`config.mk`:
```
export PLATFORM = sky130hd
export DESIGN_NAME = dual_serial_regif
export DESIGN_NICKNAME = d
export VERILOG_FILES = /design/src/rtl/dsr_pkg.sv /design/src/rtl/dsr_addr_dec.sv /design/src/rtl/dsr_irq_ctrl.sv /design/src/rtl/dsr_out_port.sv /design/src/rtl/dual_serial_regif.sv
export SDC_FILE = /design/constraint.sdc
export NUM_CORES = 1
export LEC_CHECK = 0
export ABC_AREA = 1
export BUFFER_PORTS_ARGS = -buffer_cell sky130_fd_sc_hd__buf_2
export CORE_AREA = 2 2 66 68
export CTS_CLUSTER_SIZE = 12
export DETAILED_ROUTE_END_ITERATION = 8
export DIE_AREA = 0 0 68 70
export HOLD_SLACK_MARGIN = 0.02
export PLACE_DENSITY = 0.82
export SYNTH_ARGS = -nofsm -noshare
export SYNTH_HDL_FRONTEND = slang
export SYNTH_HIERARCHICAL = 1
export SYNTH_SLANG_ARGS = --single-unit
export TNS_END_PERCENT = 50
```
`constraint.sdc`:
```
create_clock -name clk -period 4.1 [get_ports clk]
set_input_delay 1.23 -clock clk [delete_from_list [all_inputs] [get_ports clk]]
set_output_delay 1.23 -clock clk [all_outputs]
set_load 0.02 [all_outputs]
```
`src/rtl/dsr_pkg.sv`:
```
package dsr_pkg;
    localparam int ADDR_W = 6;
    localparam int DATA_W = 8;

    localparam logic [ADDR_W-1:0] ADR_AUX  = 6'h10;
    localparam logic [ADDR_W-1:0] ADR_IRQ  = 6'h14;
    localparam logic [ADDR_W-1:0] ADR_PORT = 6'h34;
    localparam logic [ADDR_W-1:0] ADR_SET  = 6'h38;
    localparam logic [ADDR_W-1:0] ADR_CLR  = 6'h3C;

    typedef enum logic [2:0] {
        SEL_NONE,
        SEL_AUX,
        SEL_IRQ,
        SEL_PORT,
        SEL_SET,
        SEL_CLR
    } com_sel_e;

    // shared-window decode for writes
    function automatic com_sel_e decode_wr(input logic [ADDR_W-1:0] a);
        com_sel_e s;
        case (a)
            ADR_AUX:  s = SEL_AUX;
            ADR_IRQ:  s = SEL_IRQ;
            ADR_PORT: s = SEL_PORT;
            ADR_SET:  s = SEL_SET;
            ADR_CLR:  s = SEL_CLR;
            default:  s = SEL_NONE;
        endcase
        return s;
    endfunction

    // shared-window decode for reads: only status and input pins exist
    function automatic com_sel_e decode_rd(input logic [ADDR_W-1:0] a);
        com_sel_e s;
        case (a)
            ADR_IRQ:  s = SEL_IRQ;
            ADR_PORT: s = SEL_PORT;
            default:  s = SEL_NONE;
        endcase
        return s;
    endfunction
endpackage

```
`src/rtl/dsr_addr_dec.sv`:
```
module dsr_addr_dec
    import dsr_pkg::*;
#(
    parameter int NUM_CH = 2,
    parameter int OFF_W  = 4
) (
    input  logic              clk,
    input  logic              rst_n,
    input  logic [ADDR_W-1:0] addr,
    input  logic              rd_en,
    input  logic              wr_en,
    output com_sel_e          com_rd,
    output com_sel_e          com_wr,
    output logic [NUM_CH-1:0] ch_rd,
    output logic [NUM_CH-1:0] ch_wr,
    output logic [OFF_W-1:0]  ch_off
);
    localparam int COM_BIT = OFF_W;
    localparam int CH_BIT  = OFF_W + 1;

    logic in_ch;
    assign in_ch  = !addr[COM_BIT];
    assign ch_off = addr[OFF_W-1:0];

    for (genvar c = 0; c < NUM_CH; c++) begin : g_ch
        assign ch_rd[c] = rd_en && in_ch && (int'(addr[CH_BIT]) == c);
        assign ch_wr[c] = wr_en && in_ch && (int'(addr[CH_BIT]) == c);
    end

    always_comb begin
        com_rd = (rd_en && !in_ch) ? decode_rd(addr) : SEL_NONE;
        com_wr = (wr_en && !in_ch) ? decode_wr(addr) : SEL_NONE;
    end

    AST_CH_RD_ONEHOT: assert property (@(posedge clk) disable iff (!rst_n)
        $onehot0(ch_rd));
    AST_CH_WR_ONEHOT: assert property (@(posedge clk) disable iff (!rst_n)
        $onehot0(ch_wr));
    AST_COMMON_NO_STB: assert property (@(posedge clk) disable iff (!rst_n)
        addr[COM_BIT] |-> (ch_rd == '0 && ch_wr == '0));
endmodule

```
`src/rtl/dsr_irq_ctrl.sv`:
```
module dsr_irq_ctrl #(
    parameter int NUM_CH = 2,
    parameter int DATA_W = 8,
    parameter int STRIDE = 4
) (
    input  logic              clk,
    input  logic              rst_n,
    input  logic              mask_we,
    input  logic [DATA_W-1:0] wdata,
    input  logic [NUM_CH-1:0] tx_rdy,
    input  logic [NUM_CH-1:0] rx_rdy,
    output logic [DATA_W-1:0] status,
    output logic              irq
);
    logic [DATA_W-1:0] mask_q;

    always_ff @(posedge clk) begin
        if (!rst_n)       mask_q <= '0;
        else if (mask_we) mask_q <= wdata;
    end

    // each channel's pair sits STRIDE bits above the previous channel
    always_comb begin
        status = '0;
        for (int c = 0; c < NUM_CH; c++) begin
            status[c*STRIDE]     = tx_rdy[c];
            status[c*STRIDE + 1] = rx_rdy[c];
        end
    end

    assign irq = |(status & mask_q);

    AST_MASK_HOLD: assert property (@(posedge clk) disable iff (!rst_n)
        !mask_we |=> $stable(mask_q));
    AST_IRQ_NEEDS_READY: assert property (@(posedge clk) disable iff (!rst_n)
        irq |-> (|{tx_rdy, rx_rdy}));
    AST_IRQ_NEEDS_MASK: assert property (@(posedge clk) disable iff (!rst_n)
        irq |-> (mask_q != '0));
endmodule

```
`src/rtl/dsr_out_port.sv`:
```
module dsr_out_port #(
    parameter int DATA_W = 8
) (
    input  logic              clk,
    input  logic              rst_n,
    input  logic              aux_we,
    input  logic              cfg_we,
    input  logic              set_we,
    input  logic              clr_we,
    input  logic [DATA_W-1:0] wdata,
    output logic [DATA_W-1:0] pins_n,
    output logic [DATA_W-1:0] aux_q,
    output logic [DATA_W-1:0] cfg_q
);
    logic [DATA_W-1:0] op_q;

    always_ff @(posedge clk) begin
        if (!rst_n) begin
            op_q  <= '0;
            aux_q <= '0;
            cfg_q <= '0;
        end else begin
            if (set_we)      op_q <= op_q | wdata;
            else if (clr_we) op_q <= op_q & ~wdata;
            if (aux_we) aux_q <= wdata;
            if (cfg_we) cfg_q <= wdata;
        end
    end

    assign pins_n = ~op_q;

    AST_SET_TAKES: assert property (@(posedge clk) disable iff (!rst_n)
        set_we |=> ((pins_n & $past(wdata)) == '0));
    AST_CLR_TAKES: assert property (@(posedge clk) disable iff (!rst_n)
        clr_we |=> ((~pins_n & $past(wdata)) == '0));
    AST_OUT_HOLD: assert property (@(posedge clk) disable iff (!rst_n)
        (!set_we && !clr_we) |=> $stable(pins_n));
    AST_AUX_HOLD: assert property (@(posedge clk) disable iff (!rst_n)
        !aux_we |=> $stable(aux_q));
    AST_CFG_HOLD: assert property (@(posedge clk) disable iff (!rst_n)
        !cfg_we |=> $stable(cfg_q));
endmodule

```
`src/rtl/dual_serial_regif.sv`:
```
module dual_serial_regif
    import dsr_pkg::*;
#(
    parameter int NUM_CH = 2,
    parameter int OFF_W  = 4,
    parameter int IN_W   = 6,
    parameter int STRIDE = 4
) (
    input  logic                     clk,
    input  logic                     rst_n,
    input  logic [ADDR_W-1:0]        bus_addr,
    input  logic                     bus_rd,
    input  logic                     bus_wr,
    input  logic [DATA_W-1:0]        bus_wdata,
    output logic [DATA_W-1:0]        bus_rdata,
    output logic [OFF_W-1:0]         ch_off,
    output logic [NUM_CH-1:0]        ch_rd_stb,
    output logic [NUM_CH-1:0]        ch_wr_stb,
    input  logic [NUM_CH*DATA_W-1:0] ch_rdata,
    input  logic [NUM_CH-1:0]        tx_rdy,
    input  logic [NUM_CH-1:0]        rx_rdy,
    input  logic [IN_W-1:0]          modem_in_n,
    output logic [DATA_W-1:0]        modem_out_n,
    output logic [DATA_W-1:0]        aux_ctrl,
    output logic [DATA_W-1:0]        port_cfg,
    output logic                     irq
);
    localparam int PAD_W = DATA_W - IN_W;

    com_sel_e          com_rd;
    com_sel_e          com_wr;
    logic [DATA_W-1:0] status;
    logic [DATA_W-1:0] rd_next;
    logic [DATA_W-1:0] rdata_q;
    logic [DATA_W-1:0] in_ext;

    dsr_addr_dec #(.NUM_CH(NUM_CH), .OFF_W(OFF_W)) u_dec (
        .clk    (clk),
        .rst_n  (rst_n),
        .addr   (bus_addr),
        .rd_en  (bus_rd),
        .wr_en  (bus_wr),
        .com_rd (com_rd),
        .com_wr (com_wr),
        .ch_rd  (ch_rd_stb),
        .ch_wr  (ch_wr_stb),
        .ch_off (ch_off)
    );

    dsr_irq_ctrl #(.NUM_CH(NUM_CH), .DATA_W(DATA_W), .STRIDE(STRIDE)) u_irq (
        .clk     (clk),
        .rst_n   (rst_n),
        .mask_we (com_wr == SEL_IRQ),
        .wdata   (bus_wdata),
        .tx_rdy  (tx_rdy),
        .rx_rdy  (rx_rdy),
        .status  (status),
        .irq     (irq)
    );

    dsr_out_port #(.DATA_W(DATA_W)) u_port (
        .clk    (clk),
        .rst_n  (rst_n),
        .aux_we (com_wr == SEL_AUX),
        .cfg_we (com_wr == SEL_PORT),
        .set_we (com_wr == SEL_SET),
        .clr_we (com_wr == SEL_CLR),
        .wdata  (bus_wdata),
        .pins_n (modem_out_n),
        .aux_q  (aux_ctrl),
        .cfg_q  (port_cfg)
    );

    assign in_ext = {{PAD_W{1'b0}}, modem_in_n};

    always_comb begin
        rd_next = '0;
        if (|ch_rd_stb) begin
            for (int c = 0; c < NUM_CH; c++)
                if (ch_rd_stb[c]) rd_next = ch_rdata[c*DATA_W +: DATA_W];
        end else begin
            unique case (com_rd)
                SEL_IRQ:  rd_next = status;
                SEL_PORT: rd_next = in_ext;
                default:  rd_next = '0;
            endcase
        end
    end

    always_ff @(posedge clk) begin
        if (!rst_n)      rdata_q <= '0;
        else if (bus_rd) rdata_q <= rd_next;
    end

    assign bus_rdata = rdata_q;

    AST_RDATA_HOLD: assert property (@(posedge clk) disable iff (!rst_n)
        !bus_rd |=> $stable(bus_rdata));
    AST_PAD_ZERO: assert property (@(posedge clk) disable iff (!rst_n)
        (bus_rd && bus_addr == ADR_PORT) |=> (bus_rdata[DATA_W-1:IN_W] == '0));
endmodule

```
# Word level (Yosys, flattened, before mapping)
# Index checks and enable logic that the tools add are counted.
[word_totals] register_bits=40 out_inout_bits=41 word_cells=45
[op_classes] n_eq_ne=12 mux=10 bitwise_logic=6 reduce_logical=12
[ops] op="8-bit two-way mux" n=5
[ops] op="6-bit equality test (second input constant)" n=3
[ops] op="8-bit inverter" n=2
[ops] op="3-bit one-hot mux with 5 select lines" n=1
[ops] op="3-bit by 2-bit equality test with 1-bit output (second input constant)" n=4
[ops] op="6-bit by 5-bit equality test with 1-bit output (second input constant)" n=2
[ops] op="6-bit one-hot mux with 2 select lines" n=1
[ops] op="6-bit by 8-bit AND with 8-bit output" n=1
[ops] op="8-bit AND" n=1
[ops] op="1-bit logical AND" n=8
[ops] op="8-bit OR" n=1
[ops] op="8-bit OR reduction" n=1
[ops] op="3-bit equality test (second input constant)" n=2
[ops] op="3-bit two-way mux" n=2
[ops] op="2-bit one-hot mux with 2 select lines" n=1
[ops] op="3-bit by 1-bit equality test with 1-bit output (second input constant)" n=1
[ops] op="2-bit nonzero test" n=1
[ops] op="2-bit OR reduction" n=1
[ops] op="1-bit zero test" n=1
[ops] op="1-bit inverter" n=1

# Longest topological paths before layout
# Gate-level depths: netlist (run 1).
[logic_depth] word_depth=6 mapped_depth=11

# By module
# The synthesis (run 1) kept the hierarchy.
[by_module_without_submodules] mod="dsr_out_port" n_inst=1 cells_each=118 area_per_inst_um2=873.3 seq_area_each_um2=480.5
[by_module_without_submodules] mod="dual_serial_regif" n_inst=1 cells_each=94 area_per_inst_um2=654.4 seq_area_each_um2=160.2
[by_module_without_submodules] mod="dsr_irq_ctrl" n_inst=1 cells_each=43 area_per_inst_um2=264.0 seq_area_each_um2=80.1
[by_module_without_submodules] mod="dsr_addr_dec" n_inst=1 cells_each=32 area_per_inst_um2=173.9 seq_area_each_um2=0.0

# Worst setup path before layout (run 1)
# OpenSTA, ideal clock, no wires.
[synth_path] path_kind="input-to-output" start="in bus_addr[4]" end="out ch_rd_stb[0]" arrival_time_ps=2301 required_time_ps=2870 path_slack_ps=569 stages=2 path_cell_list="buf_6 > nor3_1"
[synth_between] elab_chain_len=3
[synth_lines] element="start: declaration" line_no="dual_serial_regif.sv:11" rtl="input logic [ADDR_W-1:0] bus_addr,"
[synth_lines] element="1-bit zero test" line_no="dsr_addr_dec.sv:22" rtl="assign in_ch = !addr[COM_BIT];"
[synth_lines] element="1-bit logical AND (2 in series)" line_no="dsr_addr_dec.sv:26" rtl="assign ch_rd[c] = rd_en && in_ch && (int'(addr[CH_BIT]) == c);"
[synth_lines] element="end: declaration" line_no="dual_serial_regif.sv:17" rtl="output logic [NUM_CH-1:0] ch_rd_stb,"
# Every way passes these cells.

# Worst setup path after layout (run 1)
[layout_path] start="in bus_rd" end="out ch_rd_stb[0]"
[layout_between] elab_chain_len=2
[layout_lines] element="start: declaration" line_no="dual_serial_regif.sv:12" rtl="input logic bus_rd,"
[layout_lines] element="1-bit logical AND (2 in series)" line_no="dsr_addr_dec.sv:26"
# Every way passes these cells.

==> results of run 1 <==
==> metal layers <==
layer,share of wire (%),GRT usage (%),up-vias
li1,-,-,1055
met3,8.4,5.96,8
met2,49,34.1,74
met1,42,24.5,856
met4,1.5,6.89,0
met5,0,0,-
==> report_power, final <==
part	internal (W)	switching, W
Combinational	0.0000369	0.0000627
Clock	0.000136	0.000134
Sequential	0.000356	0.00000284
Total	0.000529	0.000200
==> synthesized netlist by cell type, drive strengths merged <==
library cell  count  area share [%]
buf              20             8.1
nand4            12             3.8
nand2            54              12
clkbuf            2            0.64
o21ai            24             6.1
a21oi            19             6.2
inv              30             5.7
dfxtp            36              37
nor2             65              15
nor3             11             2.8
nand3            12             3.1
conb              2            0.38
==> how the worst min path moves through the flow <==
stage | startpoint | to | slack, ns | cells past startpoint
2_1_floorplan | flip-flop | flip-flop | 0.44 | 2
3_3_place_gp | flip-flop | flip-flop | 0.45 | 2
3_5_place_dp | flip-flop | flip-flop | 0.45 | 2
4_1_cts | flip-flop | flip-flop | 0.47 | 2
5_1_grt | flip-flop | flip-flop | 0.49 | 2
6_report | flip-flop | flip-flop | 0.46 | 2
==> stage by stage <==
step           instance area, um^2  util, %
6_report                      2430     58.7
5_1_grt                       2430     58.7
4_1_cts                       2430     58.7
2_1_floorplan                 1980        -
3_3_place_gp                  2330     56.3
3_5_place_dp                  2330     56.3
==> final cells by class <==
type	instances	area (um^2)	area share, %
clock buffer	6	82.6	3.40
clock inverter	2	15.0	0.617
inverter	30	113	4.63
multi-input combinational	202	971	39.9
sequential	36	721	29.6
tap	52	65.1	2.67
timing repair buffer	90	465	19.1
==> cells by family after synthesis <==
family | count (synthesis) | share of synthesized area, %
and+or+nand+nor | 154 | 36.2
AOI/OAI and AO/OA | 43 | 12.3
buffers and inverters | 52 | 14.5
DFF | 36 | 36.7
other | 2 | 0.382
==> worst max-delay path, delay by kind of cell <==
family	cells	cell delay [ns]
AND/OR/NAND/NOR	1	0.15
buffers and inverters	4	0.77
==> out/results.ini, run 1 <==
[run_status]
status = complete, no violations

[die]
pin_count = 85
num_rows = 24
core_um2 = 4140
dieArea_um2 = 4760
die_x_um = 68
die_h_um = 70
initial_core_util_pct = 47.4

[worst_hold_path]
hp-class = reg2reg

[cells_and_area]
layout.cells.most_common_list = buf_2, nand2_1, nor2_1
stdcell_count = 418
diodes = 0
num-fill-cells = 420
num-nets-final = 409
drive_above_1_share_pct = 35.2
syn_to_final_growth_pct = 23.7
final_common_cell = buf_2

[detailed_routing]
via_per_inst = 4.77
avgRoutedWirePerCell_um = 11.2
ant_nets = 0
first_pass_iters = 4
postRouteWirelength_mm = 4.66
drt_iter0_drc = 98
drc_errors = 0
vias = 1993

[sta]
fmax_mhz = 295
setup_viol = 0
finalSetupTns_ns = 0
period_needed_ns = 3.39
relSlewSlack_pct = 37.7
rsz0062_at_grt = no
final_max_slew_viol_count = 0
clock_skew_ns = 0
worstMarginPinSlew_ns = 0.927
fin_crit_sh_pct = 82.6
timing.final.hold_violations = 0
worst_slack_ns = 0.712
hold_slack_ns = 0.464

[grt]
grt_pass1_wl_mm = 7.56
grt_pass1_vias = 1781
grt.total_usage_pct = 20.4
grt_max_degree = 30
antenna_found_initial = 0
gr-total-overflow = 0

[cts]
cts_buffer_depth = 2
htree_num_levels = 2
holdBufCountCts = 0
clk_pin_slew_ns = 0.07
cts_root_buf = clkbuf_8
cts_buffers = 5
post_cts_buffers = 0
cts_tree = done
clk_latency_ns = 0.28
cts_sinks = 36
ctsResizeCount = 0

[synthesis]
yosysSeqAreaShare_pct = 36.7
ys_ff_latch = 36
syn_area_um2 = 1970
ys_types = 23
yosysWarnings = 6
syn_avg_cell_area_um2 = 6.85
syn_inst = 287

[worst_setup_path]
crit_path_frequent_cell = buf_2
start_kind = primary input
end_kind = output pin
r2r_slack_ns = 3.43
crit_path_max_fanout = 18
crit_path_end = ch_rd_stb[0]
critPathMaxStageDelay_ns = 0.30
reg2reg_from = bus_rdata[2]$_SDFFE_PN0P_
crit_type = in2out
r2r_end = bus_rdata[2]$_SDFFE_PN0P_
worstPathArrival_ns = 2.16
slowest_stage = buf_2
crit_chain = buf_2, inv_1, nor3_1, buf_4, buf_2
r2r_cells = 2
critPathLaunch = bus_rd
critical_path_required_ns = 2.87

[power]
power_w = 0.000729
leakagePower_nw = 1.16
power_density_nw_per_um2 = 300
vdd_drop_max_mv = 0.198

[placement]
io_buffers = 84
gp_congestion = 0.714
dp.cells = 410
post-place-ws_ns = 0.713
hpwl_mm = 3.50

[job]
cap_violations = 0

No activity file was read; power rests on OpenSTA's default activity.
==> inputs of run 2 (changes only) <==
- ABC_AREA: 1 -> 0
- CORE_AREA: 2 2 66 68 -> 2 2 67 69
- DIE_AREA: 0 0 68 70 -> 0 0 69 71
- PLACE_DENSITY: 0.82 -> 0.78
- clock period: 4.1 -> 3.3 ns (I/O delays scaled with it)
==> run 2 against run 1 <==
Effect of this change:
- via count decreased by 17%
- sequential power increased by 24%
- final cell count decreased by 21%
- combinational power increased by 8%
- sequential cell count unchanged
- clock power increased by 17%
- hold slack got worse by 0.012 ns
- clock skew unchanged
- die area increased by 2.9%
- total power increased by 19%
- area after synthesis decreased by 3.1%
- global-route usage decreased by 2.1 points
- critical endpoint unchanged
==> out/results.ini, run 2 <==
[run_status]
status = complete, no violations

[synthesis]
ys_top_cells_by_area = dfxtp_1, mux2i_1, nor2b_1, buf_4, mux2_4
yosysSeqAreaShare_pct = 37.8
yosys.area.top_type_share_pct = 37.8
syn_area_um2 = 1900
post-synth-top-count-cell = dfxtp_1
ys_ff_latch = 36
async_flop_share_pct = 0
synth-edff-count = 0
syn_inst = 203
syn_avg_cell_area_um2 = 9.38
synth_top_cell_by_area = dfxtp_1
yosysWarnings = 6
synthTopCellsByCount = dfxtp_1, nor2b_1, mux2i_1
synthFlopType = dfxtp_1
ys_types = 33

[sta]
clock_skew_ns = 0
setup_viol = 0
worstMarginPinSlew_ns = 0.703
finalSetupTns_ns = 0
fin_crit_sh_pct = 80.6
fmax_mhz = 376
relSlewSlack_pct = 53.1
period_needed_ns = 2.66
rsz0062_at_grt = no
timing.final.hold_violations = 0
final_max_slew_viol_count = 0

[worst_setup_path]
crit_path_max_fanout = 9
crit_path_frequent_cell = buf_2
start_kind = primary input
critPathMaxStageDelay_ns = 0.20
r2r_cells = 2
critical_path_required_ns = 2.31
crit_chain = buf_2, nor3b_1, buf_4, buf_2
end_kind = output pin
worstPathArrival_ns = 1.67
slowest_stage = nor3b_1
crit_type = in2out

[cells_and_area]
multi_input_area_um2 = 991
drive_above_1_share_pct = 38.8
layout.cells.most_common_list = buf_2, dfxtp_1, nor2b_1
seq_area_um2 = 721
final_common_cell = buf_2
num-fill-cells = 400
num-nets-final = 321
syn_to_final_growth_pct = 23.5
diodes = 0

[grt]
gr-total-overflow = 0
antenna_found_initial = 0
grt_pass1_wl_mm = 7.18
grt_max_degree = 41
grt.total_usage_pct = 18.3
grt_pass1_vias = 1553

[die]
initial_core_util_pct = 45.3
die_x_um = 69
num_rows = 24
dieArea_um2 = 4900
pin_count = 85
core_um2 = 4200
die_h_um = 71

[placement]
hpwl_mm = 3.23
gp_congestion = 0.864
io_buffers = 84

[cts]
post_cts_buffers = 0
cts_buffers = 5
cts_tree = done
holdBufCountCts = 0
htree_num_levels = 2
cts_sinks = 36
cts_buffer_depth = 2
clk_latency_ns = 0.29
cts_root_buf = clkbuf_8
ctsResizeCount = 0
clk_pin_slew_ns = 0.07

[detailed_routing]
drt_iter0_drc = 34
first_pass_iters = 4
via_per_inst = 5.00
vias = 1651
drc_errors = 0
ant_nets = 0
avgRoutedWirePerCell_um = 12.9
postRouteWirelength_mm = 4.26

[power]
leakagePower_nw = 1.03
power_density_nw_per_um2 = 370
intPower_w = 0.000640
combPwrFrac_pct = 12.4
p_sw_w = 0.000229
p_seq_share_pct = 51.1
vdd_drop_max_mv = 0.253
power_w = 0.000869
p_sw_share_pct = 26.4
p_clk_share_pct = 36.5

[job]
cap_violations = 0

[worst_hold_path]
worstHoldPathCells = 2
hp-class = reg2reg

## run 2: layer usage
metal	global-route usage [%]	vias up	share of wire (%)	wire (um)
met4	6.32	0	1.0	44
met2	30.6	64	47	1990
met5	0	-	0	0
li1	-	834	-	-
met1	21.7	747	44	1850
met3	6.70	6	8.8	375
## run 2: worst paths after layout
| path | start | to | slack, ns |
|---|---|---|---|
| min reg2reg | bus_rdata[4]$_SDFFE_PN0P_ | bus_rdata[4]$_SDFFE_PN0P_ | 0.45 |
| max reg2reg | bus_rdata[7]$_SDFFE_PN0P_ | bus_rdata[7]$_SDFFE_PN0P_ | 2.66 |
| max | bus_rd | ch_rd_stb[0] | 0.64 |
| min | bus_rdata[4]$_SDFFE_PN0P_ | bus_rdata[4]$_SDFFE_PN0P_ | 0.45 |
## run 2: final cells by class
| class | instances | area share (%) |
|---|---|---|
| multi-input combinational | 137 | 42.2 |
| sequential | 36 | 30.7 |
| timing repair buffer | 88 | 19.2 |
| clock buffer | 5 | 2.93 |
| tap | 52 | 2.77 |
| inverter | 9 | 1.44 |
| clock inverter | 3 | 0.905 |
## run 2: through the flow
stage / setup slack [ns] / instances / area, um^2 / utilization (%) / hold WS, ns
3_3_place_gp: 0.586 / 322 / 2260 / 53.8 / 0.433
3_5_place_dp: 0.537 / 322 / 2260 / 53.8 / 0.441
5_1_grt: 0.547 / 330 / 2350 / 55.9 / 0.471
4_1_cts: 0.639 / 330 / 2350 / 55.9 / 0.451
6_report: 0.640 / 330 / 2350 / 55.9 / 0.452
2_1_floorplan: 0.620 / 206 / 1920 / - / 0.449
## run 2: cells by family (layout without fill, tap and decap cells)
family	after synthesis	in the layout	synth area share, %
compound gates	35	35	12.8
buf+inv	33	105	11.0
flops	36	36	37.8
mux	26	26	15.2
other cells	2	5	0.394
simple gates	71	71	22.7
## run 2: critical path: cells and delay by family
family | cells | cell delay (ns)
buffers and inverters | 3 | 0.48
AND/OR/NAND/NOR | 1 | 0.20
## run 2: power groups by stage
stage	Combinational, W	Sequential, W	Clock (W)
final	0.000108	0.000444	0.000317
after global routing	0.000120	0.000444	0.000347
after CTS	0.000109	0.000444	0.000334
after detailed placement	0.000109	0.000454	0
after global placement	0.000107	0.000454	0
after floorplan	0.0000612	0.000461	0
==> inputs of run 3 (changes only) <==
- ABC_AREA: 0 -> 1
- CORE_AREA: 2 2 67 69 -> 2 2 71 73
- DIE_AREA: 0 0 69 71 -> 0 0 73 75
- PLACE_DENSITY: 0.78 -> 0.75
- clock period: 3.3 -> 2.2 ns (I/O delays scaled with it)
==> run 3 against run 2 <==
Effect of this change:
- clock power rose by 82%
- final cell count rose by 28%
- sequential share of layout area shrank 1.7 points
- hold slack better by 0.014 ns
- utilization is 2.5 points lower
- clock-buffer cell count unchanged
- routed wire length increased by 11%
- largest cell class unchanged
- die area rose by 12%
==> out/results.ini, run 3 (synthesis results as in run 1) <==
[run_status]
status = complete, no violations

[worst_hold_path]
hp-class = reg2reg

[job]
cap_violations = 0

[die]
core_um2 = 4660
pin_count = 85
num_rows = 25
die_x_um = 73
initial_core_util_pct = 42.2
die_h_um = 75
dieArea_um2 = 5480

[cts]
clk_latency_ns = 0.28
clk_pin_slew_ns = 0.07
cts_tree = done
post_cts_buffers = 0
cts_sinks = 36
ctsResizeCount = 0
cts_root_buf = clkbuf_8
cts_buffer_depth = 2
cts_buffers = 5
htree_num_levels = 2
holdBufCountCts = 0

[worst_setup_path]
end_kind = output pin
slowest_stage = buf_2
start_kind = primary input
crit_chain = buf_2, inv_1, nor3_2, buf_2
crit_path_frequent_cell = buf_2
critPathMaxStageDelay_ns = 0.19
crit_type = in2out
worstPathArrival_ns = 1.23
crit_path_max_fanout = 5
critical_path_required_ns = 1.54

[power]
leakagePower_nw = 1.19
vdd_drop_max_mv = 0.396
power_w = 0.00144
power_density_nw_per_um2 = 577

[sta]
finalSetupTns_ns = 0
fin_crit_sh_pct = 86.0
final_max_slew_viol_count = 0
fmax_mhz = 528
timing.final.hold_violations = 0
rsz0062_at_grt = no
period_needed_ns = 1.89
setup_viol = 0
clock_skew_ns = 0

[grt]
gr-total-overflow = 0
grt_pass1_wl_mm = 7.82
antenna_found_initial = 0
grt_pass1_vias = 1811
grt_max_degree = 30
grt.total_usage_pct = 18.4

[cells_and_area]
num-fill-cells = 476
num-nets-final = 413
diodes = 0
layout.cells.most_common_list = buf_2, nand2_1, nor2_1
syn_to_final_growth_pct = 26.6
final_area_um2 = 2490
final_common_cell = buf_2
drive_above_1_share_pct = 36.5

[detailed_routing]
vias = 1987
ant_nets = 0
drt_iter0_drc = 98
drc_errors = 0
avgRoutedWirePerCell_um = 11.2
first_pass_iters = 4
via_per_inst = 4.69
postRouteWirelength_mm = 4.74

[placement]
gp_congestion = 0.814
hpwl_mm = 3.63
placed_area_um2 = 2380
io_buffers = 84

## run 3: final cells by class
class	instances	area [um^2]	area share, %
Clock buffer	5	68.8	2.77
Sequential cell	36	721	29.0
Multi-Input combinational cell	202	981	39.4
Clock inverter	3	42.5	1.71
Tap cell	54	67.6	2.71
Inverter	30	113	4.52
Timing Repair Buffer	94	495	19.9
## run 3: worst paths after layout
check                           slack [ns]                 startpoint                   endpoint  cells past startpoint
worst max-delay path                  0.31                bus_addr[5]               ch_rd_stb[1]                      4
worst min-delay path                  0.47                  flip-flop                  flip-flop                      2
worst max register to register        1.54  bus_rdata[2]$_SDFFE_PN0P_  bus_rdata[2]$_SDFFE_PN0P_                      2
worst min register to register        0.47                  flip-flop                  flip-flop                      2
## run 3: metrics by stage
stage               cells  hold WS, ns  setup slack, ns  utilization (%)
finish                424        0.465            0.307             53.4
global placement      416        0.448            0.229             51.0
floorplan             290        0.439           0.0533                -
global route          424        0.487            0.212             53.4
detailed placement    416        0.450            0.147             51.0
CTS                   424        0.461            0.303             53.4
## run 3: metal layers
layer / up-vias / global-route usage [%] / wire length (um)
met5: - / 0 / 0
met4: 0 / 5.97 / 54
met3: 5 / 3.75 / 264
met2: 59 / 31.4 / 2270
met1: 858 / 23.2 / 2150
li1: 1065 / - / -
## run 3: power breakdown
part | total, W | switching, W | internal (W)
sequential | 0.000669 | 0.00000560 | 0.000664
clock | 0.000576 | 0.000241 | 0.000335
combinational | 0.000189 | 0.000119 | 0.0000707
total | 0.00144 | 0.000365 | 0.00107
## run 3: worst max-delay path: cells and delay by family
family | cells | cell delay, ns
buf+inv | 3 | 0.40
simple gates | 1 | 0.17
